$ cat src/rtl/nds_pkg.sv
// Shared constants for the nibble DRAM sequencer.
// Assumes a fixed eight-phase slot; the phase values are the one-hot codes.
package nds_pkg;
    localparam int SLOT_PH = 8;
    localparam logic [SLOT_PH-1:0] PH_START  = 8'h01; // owner sampled, row driven
    localparam logic [SLOT_PH-1:0] PH_ROW    = 8'h02; // row strobe raised
    localparam logic [SLOT_PH-1:0] PH_COL_HI = 8'h04; // first column driven
    localparam logic [SLOT_PH-1:0] PH_STB_HI = 8'h08; // first column strobe
    localparam logic [SLOT_PH-1:0] PH_HOLD   = 8'h10; // idle phase
    localparam logic [SLOT_PH-1:0] PH_RD_HI  = 8'h20; // high nibble taken
    localparam logic [SLOT_PH-1:0] PH_STB_LO = 8'h40; // second column strobe
    localparam logic [SLOT_PH-1:0] PH_LAST   = 8'h80; // video valid raised
endpackage

$ cat src/rtl/nds_phase_ring.sv
// One-hot phase ring: rotates left once per clock.
// Assumes N >= 2; reset loads the slot-start code (bit 0).
module nds_phase_ring #(
    parameter int N = nds_pkg::SLOT_PH
) (
    input  logic         clk,
    input  logic         rst_n,
    output logic [N-1:0] phase_o
);
    // Advance the ring.
    always_ff @(posedge clk) begin
        if (!rst_n) phase_o <= N'(1);
        else        phase_o <= {phase_o[N-2:0], phase_o[N-1]};
    end
endmodule

$ cat src/rtl/nds_addr_split.sv
// Splits a byte address into a DRAM row and the two nibble column codes.
// Purely combinational; assumes ADDR_W > COL_W.
module nds_addr_split #(
    parameter int ADDR_W = 16,
    parameter int COL_W  = 7,
    localparam int ROW_W = ADDR_W - COL_W
) (
    input  logic [ADDR_W-1:0] addr_i,
    output logic [ROW_W-1:0]  row_o,
    output logic [COL_W:0]    col_hi_o,
    output logic [COL_W:0]    col_lo_o
);
    // Row is the upper address part; columns append the nibble select.
    always_comb begin
        row_o    = addr_i[ADDR_W-1:COL_W];
        col_hi_o = {addr_i[COL_W-1:0], 1'b0};
        col_lo_o = {addr_i[COL_W-1:0], 1'b1};
    end
endmodule

$ cat src/rtl/nds_nibble_join.sv
// Joins two DRAM nibbles into a byte and hands it to video or CPU.
// Assumes cap_hi comes before cap_lo within one slot.
module nds_nibble_join #(
    parameter int NIB_W = 4,
    localparam int BYTE_W = 2 * NIB_W
) (
    input  logic              clk,
    input  logic              rst_n,
    input  logic              cap_hi,
    input  logic              cap_lo,
    input  logic              to_vid,
    input  logic              to_cpu,
    input  logic [NIB_W-1:0]  nib_i,
    output logic [BYTE_W-1:0] vid_byte_o,
    output logic [BYTE_W-1:0] cpu_byte_o
);
    logic [NIB_W-1:0] hi_q;

    // Hold the high nibble from the first column access.
    always_ff @(posedge clk) begin
        if (!rst_n)      hi_q <= '0;
        else if (cap_hi) hi_q <= nib_i;
    end

    // Deliver the joined byte to its owner at slot close.
    always_ff @(posedge clk) begin
        if (!rst_n) begin
            vid_byte_o <= '0;
            cpu_byte_o <= '0;
        end else if (cap_lo) begin
            if (to_vid) vid_byte_o <= {hi_q, nib_i};
            if (to_cpu) cpu_byte_o <= {hi_q, nib_i};
        end
    end
endmodule

$ cat src/rtl/nibble_dram_seq.sv
// Nibble-wide DRAM access sequencer: one byte per eight-cycle slot,
// shared between a video fetcher and a CPU. Assumes the DRAM latches
// the address on the rising edge of each strobe.
module nibble_dram_seq #(
    parameter int ADDR_W = 16,
    parameter int COL_W  = 7,
    parameter int NIB_W  = 4,
    localparam int ROW_W  = ADDR_W - COL_W,
    localparam int RA_W   = (ROW_W > COL_W + 1) ? ROW_W : COL_W + 1,
    localparam int BYTE_W = 2 * NIB_W
) (
    input  logic              clk,
    input  logic              rst_n,
    input  logic              vid_req,
    input  logic              vid_inhibit,
    input  logic [ADDR_W-1:0] vid_addr,
    input  logic [ADDR_W-1:0] cpu_addr,
    input  logic              cpu_rd,
    input  logic [BYTE_W-1:0] cpu_wdata,
    input  logic [NIB_W-1:0]  ram_rdata,
    output logic [RA_W-1:0]   ram_addr,
    output logic              row_strobe,
    output logic              col_strobe,
    output logic              ram_we,
    output logic [NIB_W-1:0]  ram_wdata,
    output logic              vid_valid,
    output logic [BYTE_W-1:0] vid_byte,
    output logic [BYTE_W-1:0] cpu_rdata
);
    import nds_pkg::*;

    logic [SLOT_PH-1:0] phase;
    logic               slot_live, slot_vid, slot_rd;
    logic [ADDR_W-1:0]  slot_addr;
    logic [BYTE_W-1:0]  slot_wdata;
    logic               vid_go;
    logic [ADDR_W-1:0]  split_addr;
    logic [ROW_W-1:0]   sp_row;
    logic [COL_W:0]     sp_col_hi, sp_col_lo;

    nds_phase_ring #(.N(SLOT_PH)) u_ring (
        .clk(clk), .rst_n(rst_n), .phase_o(phase)
    );

    // Pick the slot owner from the live inputs.
    always_comb begin
        vid_go     = vid_req & ~vid_inhibit;
        split_addr = (phase == PH_START) ? (vid_go ? vid_addr : cpu_addr) : slot_addr;
    end

    nds_addr_split #(.ADDR_W(ADDR_W), .COL_W(COL_W)) u_split (
        .addr_i(split_addr), .row_o(sp_row),
        .col_hi_o(sp_col_hi), .col_lo_o(sp_col_lo)
    );

    // Latch the owner, address, direction and write data at slot start.
    always_ff @(posedge clk) begin
        if (!rst_n) begin
            slot_live  <= 1'b0;
            slot_vid   <= 1'b0;
            slot_rd    <= 1'b1;
            slot_addr  <= '0;
            slot_wdata <= '0;
        end else if (phase == PH_START) begin
            slot_live  <= 1'b1;
            slot_vid   <= vid_go;
            slot_rd    <= vid_go | cpu_rd;
            slot_addr  <= split_addr;
            slot_wdata <= cpu_wdata;
        end
    end

    // Drive the address bus, strobes and write nibbles phase by phase.
    always_ff @(posedge clk) begin
        if (!rst_n) begin
            ram_addr   <= '0;
            row_strobe <= 1'b0;
            col_strobe <= 1'b0;
            ram_we     <= 1'b0;
            ram_wdata  <= '0;
            vid_valid  <= 1'b0;
        end else begin
            vid_valid <= 1'b0;
            case (phase)
                PH_START: begin
                    ram_addr   <= RA_W'(sp_row);
                    row_strobe <= 1'b0;
                    col_strobe <= 1'b0;
                    ram_we     <= 1'b0;
                    ram_wdata  <= '0;
                end
                PH_ROW:    row_strobe <= 1'b1;
                PH_COL_HI: begin
                    ram_addr  <= RA_W'(sp_col_hi);
                    ram_wdata <= slot_rd ? '0 : slot_wdata[BYTE_W-1:NIB_W];
                end
                PH_STB_HI: begin
                    col_strobe <= 1'b1;
                    ram_we     <= ~slot_rd;
                end
                PH_HOLD: ;
                PH_RD_HI: begin
                    col_strobe <= 1'b0;
                    ram_addr   <= RA_W'(sp_col_lo);
                    ram_wdata  <= slot_rd ? '0 : slot_wdata[NIB_W-1:0];
                end
                PH_STB_LO: col_strobe <= 1'b1;
                PH_LAST:   vid_valid  <= slot_vid & slot_live;
                default: ;
            endcase
        end
    end

    nds_nibble_join #(.NIB_W(NIB_W)) u_join (
        .clk(clk), .rst_n(rst_n),
        .cap_hi(phase == PH_RD_HI),
        .cap_lo(phase == PH_START),
        .to_vid(slot_live & slot_vid),
        .to_cpu(slot_live & slot_rd & ~slot_vid),
        .nib_i(ram_rdata),
        .vid_byte_o(vid_byte),
        .cpu_byte_o(cpu_rdata)
    );
endmodule

$ cat config.mk
export PLATFORM = sky130hd
export DESIGN_NAME = nibble_dram_seq
export DESIGN_NICKNAME = d
export VERILOG_FILES = /design/src/rtl/nds_pkg.sv /design/src/rtl/nds_phase_ring.sv /design/src/rtl/nds_addr_split.sv /design/src/rtl/nds_nibble_join.sv /design/src/rtl/nibble_dram_seq.sv
export SDC_FILE = /design/constraint.sdc
export NUM_CORES = 1
export LEC_CHECK = 0
export BUFFER_PORTS_ARGS = -buffer_cell sky130_fd_sc_hd__buf_2
export CORE_MARGIN = 4
export CORE_UTILIZATION = 50
export CTS_CLUSTER_SIZE = 20
export DETAILED_ROUTE_END_ITERATION = 16
export PLACE_DENSITY = 0.78
export SLEW_MARGIN = 20
export SYNTH_ARGS = -nofsm -noshare
export SYNTH_HDL_FRONTEND = slang
export SYNTH_SLANG_ARGS = --single-unit
export TNS_END_PERCENT = 50
$ cat constraint.sdc
create_clock -name clk -period 4.6 [get_ports clk]
set_input_delay 0.23 -clock clk [delete_from_list [all_inputs] [get_ports clk]]
set_output_delay 0.23 -clock clk [all_outputs]
set_load 0.02 [all_outputs]
; Word level (Yosys, flattened, before mapping)
; Index checks and enable logic that the tools add are counted.
[op_classes]
n_addsub = 0
multipliers = 0
div_mod_pow = 0
n_lt_le_gt_ge = 0
eq_ne = 7
n_shift = 0
mux = 9
n_bitwise = 8
reduce_logical = 9
[op_table]
columns = operator, count
row1 = two-way mux 16 bit, 2
row2 = case mux 9 bit (3 select lines), 1
row3 = case mux 4 bit (3 select lines), 1
row4 = equality test 8 x 1 -> 1 bit (second input constant), 1
row5 = equality test 8 x 2 -> 1 bit (second input constant), 1
row6 = equality test 8 x 3 -> 1 bit (second input constant), 1
row7 = equality test 8 x 4 -> 1 bit (second input constant), 1
row8 = equality test 8 x 6 -> 1 bit (second input constant), 1
row9 = equality test 8 x 7 -> 1 bit (second input constant), 1
row10 = equality test 8 bit (second input constant), 1
row11 = two-way mux 4 bit, 2
row12 = case mux 1 bit (2 select lines), 3
row13 = AND reduction 2 bit, 3
row14 = nonzero test 2 bit, 3
row15 = bitwise AND 1 bit, 4
row16 = OR reduction 2 bit, 2
row17 = NOT 1 bit, 3
row18 = nonzero test 3 bit, 1
row19 = OR 1 bit, 1
[totals]
reg_bits = 72
latchBits = 0
mem_bits_rw = 0
romBits = 0
inputBits = 49
output_inout_bits = 33
word_cells = 48
n_memories = 0

; Depth between registers and ports, before layout
; Gate-level depths: netlist of the first run.
[logic_depth]
word_depth = 5
ltp_mapped = 6
ltp_nobuf = 4

; Cells and area by module
; A second synthesis of the first run with hierarchy kept.
[unflattened]
hier_cells = 378
area_unflattened_um2 = 3454.6
[modules_own_cells]
columns = module, n_inst, cells_each, area_per_inst_um2, seq_area_each_um2
row1 = nibble_dram_seq, 1, 246, 2180.8, 880.8
row2 = nds_nibble_join, 1, 89, 868.3, 400.4
row3 = nds_phase_ring, 1, 16, 210.2, 160.2
row4 = nds_addr_split, 1, 27, 195.2, 0.0

; Least setup slack after synthesis of the first run
; No wires, ideal clock.
[synth_timing]
path_type = register -> register
startpoint = register u_ring.phase_o[3]
endpoint = register ram_addr[2]
setup_ps = 136
arrival_time_ps = 1360
required_ps = 4464
setup_slack_ps = 3104
path_stages_with_launch = 6
n_path_buf = 1
period_less_slack_ps = 1496
cell_sequence = dfxtp_1 nor3_4 and4_4 buf_8 mux2i_1 o221ai_1
[synth_between]
elab_chain_len = 3
word_cells_on_any_way = 6
classes_between = eq/ne (3) / mux (2) / reduce/logical (1)
[synth_lines]
columns = item, line
row1 = start: declaration, nds_phase_ring.sv:8  ; output logic [N-1:0] phase_o
row2 = start signal: assignment, nds_phase_ring.sv:13  ; else phase_o <= {phase_o[N-2:0], phase_o[N-1]};
row3 = equality test 8 x 1 -> 1 bit, "nibble_dram_seq.sv:48, nibble_dram_seq.sv:84"
row4 = two-way mux 16 bit, nibble_dram_seq.sv:48  ; split_addr = (phase == PH_START) ? (vid_go ? vid_addr : cpu_addr) : slot_addr;
row5 = case mux 9 bit (3 select lines), nibble_dram_seq.sv:84  ; case (phase)
row6 = end signal: assignment, nibble_dram_seq.sv:86  ; ram_addr <= RA_W'(sp_row);
row7 = end signal: assignment, nibble_dram_seq.sv:94  ; ram_addr <= RA_W'(sp_col_hi);
row8 = end signal: assignment, nibble_dram_seq.sv:104  ; ram_addr <= RA_W'(sp_col_lo);
row9 = end: declaration, nibble_dram_seq.sv:21  ; output logic [RA_W-1:0] ram_addr,
; Parallel ways exist; a longest one is shown, timed or not.
; A chain may end at the register's enable or synchronous reset.

; Final worst setup path of the first run
[layout_timing]
startpoint = register u_ring.phase_o[2]
endpoint = register ram_wdata[2]
[layout_between]
elab_chain_len = 2
word_cells_on_any_way = 5
classes_between = eq/ne (3) / mux (1) / reduce/logical (1)
[layout_lines]
columns = item, line
row1 = equality test 8 x 6 -> 1 bit (tied with other cells), nibble_dram_seq.sv:84
row2 = case mux 4 bit (3 select lines) or nonzero test 3 bit (tied branches), n/a
row3 = end signal: assignment, nibble_dram_seq.sv:95  ; ram_wdata <= slot_rd ? '0 : slot_wdata[BYTE_W-1:NIB_W];
row4 = end signal: assignment, nibble_dram_seq.sv:105  ; ram_wdata <= slot_rd ? '0 : slot_wdata[NIB_W-1:0];
row5 = end: declaration, nibble_dram_seq.sv:25  ; output logic [NIB_W-1:0] ram_wdata,
; Parallel ways exist; a longest one is shown, timed or not.

==> impl_metrics.py, run 1 <==
metrics = {
    "pwr": {
        "pwr_density_cell_mw_per_mm2": 365,
        "clockPowerShare_pct": 40.2,
        "p_seq_share_pct": 49.1,
        "p_int_w": 0.000897,
        "max-vdd-ir-drop_v": 0.000205,
        "p_leak_nw": 1.38,
        "p_comb_share_pct": 10.7,
        "switching_power_w": 0.000282,
        "report.power.total_w": 0.00118,
        "swShare_pct": 23.9,
    },
    "cts": {
        "insertion_delay_ns": 0.33,
        "cts-root-buf": "clkbuf_8",
        "cts.repair.resized": 0,
        "clkSlewWorstSetupHoldPaths_ns": 0.06,
        "post_cts_buffers": 0,
        "numCtsBuffers": 9,
        "h-tree-depth": 3,
        "postCtsHoldBufs": 0,
        "clockBufferDepth": 2,
        "cts_tree": "built",
        "cts_sinks": 63,
    },
    "timing": {
        "finalCriticalPeriod_ns": 2.35,
        "finalCritPeriodShare_pct": 51.1,
        "final-hold-violation-count": 0,
        "setup_tns_ns": 0,
        "worst_slack_ns": 2.25,
        "worst_slew_margin_rel_pct": 39.1,
        "worst_slew_pin_slew_ns": 0.911,
        "rsz0062_at_grt": "false",
        "setup_viol": 0,
        "finalClockSkew_ns": 0.00656,
        "maxSlewViolCount": 0,
        "max_freq_mhz": 426,
    },
    "logic_synthesis": {
        "synthesis.area_mm2": 0.00265,
        "yosysSeqAreaShare_pct": 47.6,
        "synth_edf_count": 0,
        "synth_flop_cell": "dfxtp_1",
        "yosysTopAreaCellShare_pct": 47.6,
        "synth.top_cells.by_area": "dfxtp_1 (48%), nand2_1 (6.5%), mux2i_1 (6.4%)",
        "synthCells": 280,
        "synth_cell_types": 42,
        "yosysTopAreaCell": "dfxtp_1",
        "async_flop_share_pct": 0,
        "syn_nets": 329,
        "yosys_register_bits": 63,
        "syn_avg_cell_area_um2": 9.46,
        "yosys_warnings": 0,
    },
    "worst_setup_path": {
        "path_max_fanout": 22,
        "reg2reg_depth": 4,
        "crit_end": "ram_wdata[2]",
        "crit_arrival_ns": 2.57,
        "start_kind": "flip-flop",
        "timing.critical_path.from": "u_ring.phase_o[2]",
        "regToRegSetupSlack_ns": 2.25,
        "r2r-end": "ram_wdata[2]",
        "required_ns": 4.82,
        "worst-setup-path-type": "flip-flop to flip-flop",
        "end_kind": "flip-flop",
        "worstReg2RegStart": "u_ring.phase_o[2]",
    },
    "routing": {
        "drtIter0Drc": 136,
        "drtAntennaViolNets": 0,
        "vias": 2301,
        "routed_wl_um": 6110,
        "drc": 0,
        "viasPerCell": 5.39,
        "drt_pass1_iterations": 4,
        "wl_per_cell_um": 14.3,
    },
    "die": {
        "core_mm2": 0.00511,
        "ios": 82,
        "dieArea_mm2": 0.00653,
        "fp.dieW_um": 80.8,
        "initial_utilization_pct": 51.9,
        "die_h_um": 80.8,
        "rows": 26,
    },
    "grt": {
        "track_usage_pct": 19.0,
        "first_global_vias": 1975,
        "antenna_found_initial": 0,
        "grt_overflow": 0,
        "grt_max_degree": 44,
        "grt_pass1_wl_um": 9320,
    },
    "cells_and_area": {
        "mostFrequentLayoutCell": "buf_2",
        "seq_area_mm2": 0.00126,
        "fin_nets": 402,
        "drive_gt1_share_pct": 32.8,
        "multi_input_area_mm2": 0.00127,
        "antenna_cells": 0,
        "area_growth_pct": 22.0,
        "fillers": 458,
        "layout_common_cells": "buf_2 (81), dfxtp_1 (63), nand2_1 (46), mux2i_1 (17), a21oi_1 (17)",
    },
    "run_status": {
        "outcome": "completed",
    },
    "placement": {
        "pre_cts_ws_ns": 2.28,
        "port_buffers": 81,
        "dpl.hpwl_um": 4230,
        "gp_congestion": 0.841,
    },
    "worst_hold_path": {
        "hold_class": "primary input to flip-flop",
    },
    "job": {
        "cap_violations": 0,
    },
}
## sequential cells by signal, indices dropped and copies added, names as in the netlist, 4 cells and up
signal / flops
ram_addr: 9
slot_wdata: 8
u_join.cpu_byte_o: 8
u_join.vid_byte_o: 8
u_ring.phase_o: 8
slot_addr: 7
ram_wdata: 4
u_join.hi_q: 4
## synthesized netlist by cell type (2+ instances only)
library cell and count:
nor3b_1 2, nand3b_1 2, mux2i_1 17, nand2_1 46, buf_6 2, clkbuf_1 8, nand4_1 10, buf_2 7
nor4bb_1 2, dfxtp_1 63, o21ai_0 11, o221ai_1 7, and2_1 6, a21oi_1 17, nand3_1 15, mux2_2 14
a22o_1 8, nor3_4 2, nand2b_1 3, nor2_1 13, xor2_1 2, nand4b_1 3
## routing by layer
metal | share of wire (%) | routed length, um | track usage [%] | up-vias
li1 | - | - | - | 1141
met1 | 44 | 2700 | 24.4 | 1076
met2 | 48 | 2930 | 29.5 | 80
met3 | 6.8 | 416 | 5.88 | 4
met4 | 1.0 | 63 | 8.28 | 0
met5 | 0 | 0 | 0 | -
## worst max-delay path: stages, from the launching register on
cell and delay (ns):
dfxtp_1 0.39, nor3_4 0.32, nand4_1 0.77, and3_4 0.52
a22o_1 0.23
## final cells by class
class                      count  share of cell area, %
clock buffer                  12                   4.80
clock inverter                 3                   1.32
inverter                       2                  0.232
multi-input combinational    195                   39.2
sequential                    63                   39.0
tap                           70                   2.71
timing repair buffer          82                   12.8
## cells by family after synthesis
group / count (synthesis) / share of synthesized area, %
muxes: 31 / 12.4
DFF: 63 / 47.6
and+or+nand+nor: 115 / 23.2
xor gates and xnor gates: 3 / 0.992
AOI/OAI and AO/OA: 46 / 11.3
buffers and inverters: 22 / 4.58
## stage by stage
stage / hold WS, ns / area, um2 / util (%) / cells
floorplan: 0.366 / 2650 / - / 280
global placement: 0.442 / 3040 / 59.5 / 412
detailed placement: 0.446 / 3040 / 59.5 / 412
CTS: 0.120 / 3230 / 63.3 / 427
global route: 0.121 / 3230 / 63.3 / 427
finish: 0.130 / 3230 / 63.3 / 427
## how the worst min path moves through the flow
stage | from | end | slack [ns] | cells after the start
final | cpu_wdata[1] | slot_wdata[1] | 0.13 | 3
after global placement | u_join.cpu_byte_o[5] | u_join.cpu_byte_o[5] | 0.44 | 2
after detailed placement | u_join.cpu_byte_o[5] | u_join.cpu_byte_o[5] | 0.45 | 2
after CTS | cpu_wdata[1] | slot_wdata[1] | 0.12 | 3
after global routing | cpu_wdata[1] | slot_wdata[1] | 0.12 | 3
after floorplan | cpu_wdata[0] | slot_wdata[0] | 0.37 | 2
## power by group through the flow
| stage | Combinational [W] | Sequential [W] | Clock [W] |
|---|---|---|---|
| 6_report | 0.000127 | 0.000579 | 0.000474 |
| 5_1_grt | 0.000140 | 0.000581 | 0.000507 |
| 2_1_floorplan | 0.0000828 | 0.000597 | 0 |
| 4_1_cts | 0.000127 | 0.000579 | 0.000484 |
| 3_5_place_dp | 0.000127 | 0.000590 | 0 |
| 3_3_place_gp | 0.000125 | 0.000589 | 0 |
Note: power is estimated with default switching activity, not from simulation.
==> run 2, diff against run 1 <==
- CORE_UTILIZATION: 50 -> 45
- PLACE_DENSITY: 0.78 -> 0.74
- clock period: 4.6 -> 1.92 ns (I/O delays scaled with it)
==> run 2 against run 1 <==
Combinational power rose to 2.6 times the previous value. Power rose by 150%. Die area is 10% higher. Critical endpoint is now ram_addr[6]. Largest cell class unchanged.
==> impl_metrics.py, run 2 (same netlist as run 1, synthesis figures left out) <==
metrics = {
    "cells_and_area": {
        "drive_gt1_share_pct": 33.9,
        "fin_nets": 416,
        "antenna_cells": 0,
        "mostFrequentLayoutCell": "buf_2",
        "fillers": 535,
        "seq_area_mm2": 0.00126,
        "largest_reg_flops": 9,
        "layout_common_cells": "buf_2 (81), dfxtp_1 (63), nand2_1 (46), mux2i_1 (17), a21oi_1 (17)",
        "regMostFlops": "ram_addr",
        "area_growth_pct": 27.1,
        "multi_input_area_mm2": 0.00127,
    },
    "die": {
        "rows": 27,
        "core_mm2": 0.00561,
        "die_h_um": 84.7,
        "ios": 82,
        "initial_utilization_pct": 47.3,
        "fp.dieW_um": 84.7,
        "dieArea_mm2": 0.00718,
    },
    "timing": {
        "finalClockSkew_ns": 0.0115,
        "final-hold-violation-count": 0,
        "worst_slack_ns": 0.160,
        "whs_ns": 0.00211,
        "maxSlewViolCount": 0,
        "setup_viol": 0,
        "finalCriticalPeriod_ns": 1.76,
        "worst_slew_pin_slew_ns": 0.617,
        "setup_tns_ns": 0,
        "finalCritPeriodShare_pct": 91.6,
        "max_freq_mhz": 568,
        "worst_slew_margin_rel_pct": 58.8,
        "rsz0062_at_grt": "false",
    },
    "worst_setup_path": {
        "crit_arrival_ns": 1.96,
        "required_ns": 2.12,
        "path_max_fanout": 26,
        "end_kind": "flip-flop",
        "timing.critical_path.from": "u_ring.phase_o[5]",
        "worst-setup-path-type": "flip-flop to flip-flop",
        "worstReg2RegStart": "u_ring.phase_o[5]",
        "start_kind": "flip-flop",
    },
    "worst_hold_path": {
        "min-delay-start": "cpu_wdata[1]",
        "hold_class": "primary input to flip-flop",
    },
    "cts": {
        "cts-root-buf": "clkbuf_8",
        "post_cts_buffers": 0,
        "cts.repair.resized": 0,
        "h-tree-depth": 3,
        "postCtsHoldBufs": 7,
        "cts_sinks": 63,
        "cts_tree": "built",
        "numCtsBuffers": 9,
        "clkSlewWorstSetupHoldPaths_ns": 0.07,
        "clockBufferDepth": 2,
        "insertion_delay_ns": 0.34,
    },
    "placement": {
        "gp_congestion": 0.818,
        "dpl.hpwl_um": 4520,
        "port_buffers": 81,
        "pre_cts_ws_ns": 0.200,
    },
    "pwr": {
        "swShare_pct": 24.9,
        "p_comb_share_pct": 11.3,
        "p_leak_nw": 1.44,
        "switching_power_w": 0.000720,
        "p_int_w": 0.00217,
        "max-vdd-ir-drop_v": 0.000435,
        "clockPowerShare_pct": 40.8,
        "p_seq_share_pct": 47.9,
        "pwr_density_cell_mw_per_mm2": 858,
    },
    "grt": {
        "grt_max_degree": 32,
        "grt_pass1_wl_um": 10600,
        "grt_overflow": 0,
        "track_usage_pct": 18.5,
        "antenna_found_initial": 0,
        "first_global_vias": 2299,
    },
    "routing": {
        "drt_pass1_iterations": 4,
        "drc": 0,
        "vias": 2325,
        "routed_wl_um": 6420,
        "drtIter0Drc": 171,
        "wl_per_cell_um": 14.5,
        "viasPerCell": 5.24,
        "drtAntennaViolNets": 0,
    },
    "job": {
        "cap_violations": 0,
    },
    "run_status": {
        "outcome": "completed",
    },
}
[run 2: cell count changes in the layout (fill, tap and decap cells not counted)]
| cell | previous run | this run |
|---|---|---|
| clkinv_2 | 1 | 2 |
| buf_4 | 1 | 8 |
| clkbuf_1 | 1 | 0 |
| clkinv_4 | 0 | 1 |
| dlygate4sd3_1 | 0 | 7 |
[run 2: worst max-delay path: stages (launching register included)]
cell	delay, ns
dfxtp_1	0.35
nor2_2	0.30
and4_4	0.51
mux2i_1	0.30
o221ai_1	0.16
[run 2: layout make-up]
type,count,area share (%)
multi-input cells,195,37.6
flip-flops and latches,63,37.4
repair buffers,96,15.9
clock buffers,11,4.49
well taps,72,2.67
clock inverters,5,1.67
inverters,2,0.223
[run 2: power groups by stage]
stage               combinational (W)  clock [W]  sequential (W)
floorplan                    0.000198          0         0.00143
global placement             0.000308          0         0.00141
detailed placement           0.000316          0         0.00141
CTS                          0.000328    0.00119         0.00139
global route                 0.000359    0.00127         0.00139
finish                       0.000327    0.00118         0.00139
[run 2: routing by layer]
| layer | wire length, um | track usage, % |
|---|---|---|
| met3 | 388 | 4.02 |
| met1 | 2910 | 23.1 |
| met4 | 127 | 8.92 |
| met2 | 3000 | 30.1 |
| met5 | 0 | 0 |
[run 2: path summary, 6_finish.rpt]
| kind | slack, ns | endpoint | cells after the start |
|---|---|---|---|
| setup / recovery | 0.16 | ram_addr[6] | 4 |
| setup reg to reg | 0.16 | ram_addr[6] | 4 |
| hold reg to reg | 0.45 | u_join.cpu_byte_o[1] | 2 |
| hold / removal | 0.002 | slot_wdata[1] | 3 |
[run 2: through the flow]
stage	util, %	total power, W	cell area, um2	cells
4_1_cts	60.1	0.00291	3370	444
3_3_place_gp	55.1	0.00172	3090	421
6_report	60.1	0.00289	3370	444
3_5_place_dp	55.1	0.00173	3090	421
5_1_grt	60.1	0.00302	3370	444
2_1_floorplan	-	0.00163	2650	280
==> run 3, diff against run 2 <==
- MAX_ROUTING_LAYER: unset -> met4
==> run 3 against run 2 <==
Final cell count stayed put. Non-clock buffer count unchanged. Critical endpoint unchanged. Cell area unchanged. Routed wire length grew 0.50%. Sequential power about the same. Largest cell class unchanged. Via count up 0.95%. Global-route usage is 0.51 points higher. Clock skew is essentially flat. Sequential cell count did not move. Clock power hardly changed. Die area is the same. Setup slack got worse by 0.010 ns.
==> impl_metrics.py, run 3 (same netlist as run 1, synthesis figures left out) <==
metrics = {
    "worst_setup_path": {
        "regToRegSetupSlack_ns": 0.15,
        "end_kind": "flip-flop",
        "worstPathCellList": "nor2_2, and4_4, mux2i_1, o221ai_1",
        "worstReg2RegStart": "u_ring.phase_o[5]",
        "worst-setup-path-type": "flip-flop to flip-flop",
        "path_max_fanout": 26,
        "required_ns": 2.12,
        "reg2reg_depth": 4,
        "r2r-end": "ram_addr[6]",
        "start_kind": "flip-flop",
        "crit_arrival_ns": 1.97,
        "crit_slowest_cell": "and4_4",
        "critPathMaxStageDelay_ns": 0.51,
    },
    "cells_and_area": {
        "regMostFlops": "ram_addr",
        "mostFrequentLayoutCell": "buf_2",
        "largest_reg_flops": 9,
        "antenna_cells": 0,
        "drive_gt1_share_pct": 33.9,
        "area_growth_pct": 27.1,
        "layout_common_cells": "buf_2 (81), dfxtp_1 (63), nand2_1 (46), mux2i_1 (17), a21oi_1 (17)",
        "fin_nets": 416,
    },
    "cts": {
        "cts_tree": "built",
        "cts-root-buf": "clkbuf_8",
        "numCtsBuffers": 9,
        "post_cts_buffers": 0,
        "clkSlewWorstSetupHoldPaths_ns": 0.07,
        "h-tree-depth": 3,
        "insertion_delay_ns": 0.34,
        "cts_sinks": 63,
        "clockBufferDepth": 2,
    },
    "worst_hold_path": {
        "min-delay-start": "cpu_wdata[1]",
        "hold_end": "slot_wdata[1]",
        "hold_class": "primary input to flip-flop",
        "whs_path_depth": 3,
    },
    "timing": {
        "max_freq_mhz": 565,
        "finalCriticalPeriod_ns": 1.77,
        "whs_ns": 0.00723,
        "rsz0062_at_grt": "false",
        "worst_slew_pin_slew_ns": 0.621,
        "setup_viol": 0,
        "maxSlewViolCount": 0,
        "finalCritPeriodShare_pct": 92.2,
        "finalClockSkew_ns": 0.0120,
        "final-hold-violation-count": 0,
        "worst_slew_margin_rel_pct": 58.6,
        "setup_tns_ns": 0,
    },
    "job": {
        "cap_violations": 0,
    },
    "routing": {
        "wl_per_cell_um": 14.5,
        "met3_length_um": 410,
        "top_layer": "met4",
        "drtAntennaViolNets": 0,
        "drtIter0Drc": 193,
        "vias": 2347,
        "routed_wl_um": 6450,
        "drc": 0,
        "viasPerCell": 5.29,
        "routed-wl-met2_um": 3060,
        "m1WireLength_um": 2880,
        "drt_pass1_iterations": 4,
    },
    "placement": {
        "dpl.hpwl_um": 4520,
        "port_buffers": 81,
        "gp_congestion": 0.830,
    },
    "grt": {
        "track_usage_pct": 19.0,
        "antenna_found_initial": 0,
        "grt_overflow": 0,
        "grt_max_degree": 32,
        "grt_pass1_wl_um": 10600,
        "first_global_vias": 2289,
    },
    "die": {
        "die_h_um": 84.7,
        "fp.dieW_um": 84.7,
        "ios": 82,
        "rows": 27,
        "initial_utilization_pct": 47.3,
        "dieArea_mm2": 0.00718,
        "core_mm2": 0.00561,
    },
    "pwr": {
        "p_leak_nw": 1.44,
        "pwr_density_cell_mw_per_mm2": 857,
        "max-vdd-ir-drop_v": 0.000435,
        "report.power.total_w": 0.00289,
    },
    "run_status": {
        "outcome": "completed",
    },
}
run 3: what timing repair did:
action                                 4_1_cts  5_1_grt
resized for setup                            0        0
endpoints found under the hold margin        7        0
hold buffers                                 7        0
run 3: critical path, delay by kind of cell (launching register included):
family | cells | cell delay (ns)
muxes | 1 | 0.29
and+or+nand+nor | 2 | 0.81
AOI/OAI and AO/OA | 1 | 0.16
DFF | 1 | 0.35
run 3: final cells by class:
type	count	area, um2
fill	535	2240
multi-input combinational	195	1270
sequential	63	1260
timing repair buffer	96	536
clock buffer	11	151
tap	72	90.1
clock inverter	5	56.3
inverter	2	7.51
run 3: stage by stage:
stage	setup WS (ns)	cell area (um2)	instances	utilization, %
after floorplan	0.424	2650	280	-
after global placement	0.264	3090	421	55.1
after detailed placement	0.200	3090	421	55.1
after CTS	0.169	3370	444	60.1
after global routing	0.0495	3370	444	60.1
final	0.150	3370	444	60.1
run 3: routing by layer:
| layer | global-route usage, % | vias to the layer above |
|---|---|---|
| li1 | - | 1177 |
| met1 | 23.3 | 1077 |
| met2 | 29.8 | 85 |
| met3 | 3.83 | 8 |
| met4 | 8.92 | 0 |
| met5 | - | - |
run 3: worst max path at each step:
stage | from | to | slack (ns) | cells past startpoint
final | u_ring.phase_o[5] | ram_addr[6] | 0.15 | 4
after global routing | u_ring.phase_o[5] | ram_addr[2] | 0.05 | 4
after CTS | u_ring.phase_o[5] | ram_addr[6] | 0.17 | 4
after detailed placement | u_ring.phase_o[5] | ram_addr[7] | 0.20 | 4
after global placement | u_ring.phase_o[5] | ram_addr[2] | 0.26 | 4
after floorplan | u_ring.phase_o[3] | ram_addr[2] | 0.42 | 5
run 3: power by group:
group | switching, W | internal (W)
clock network | 0.000507 | 0.000668
logic | 0.000178 | 0.000149
registers | 0.0000307 | 0.00135
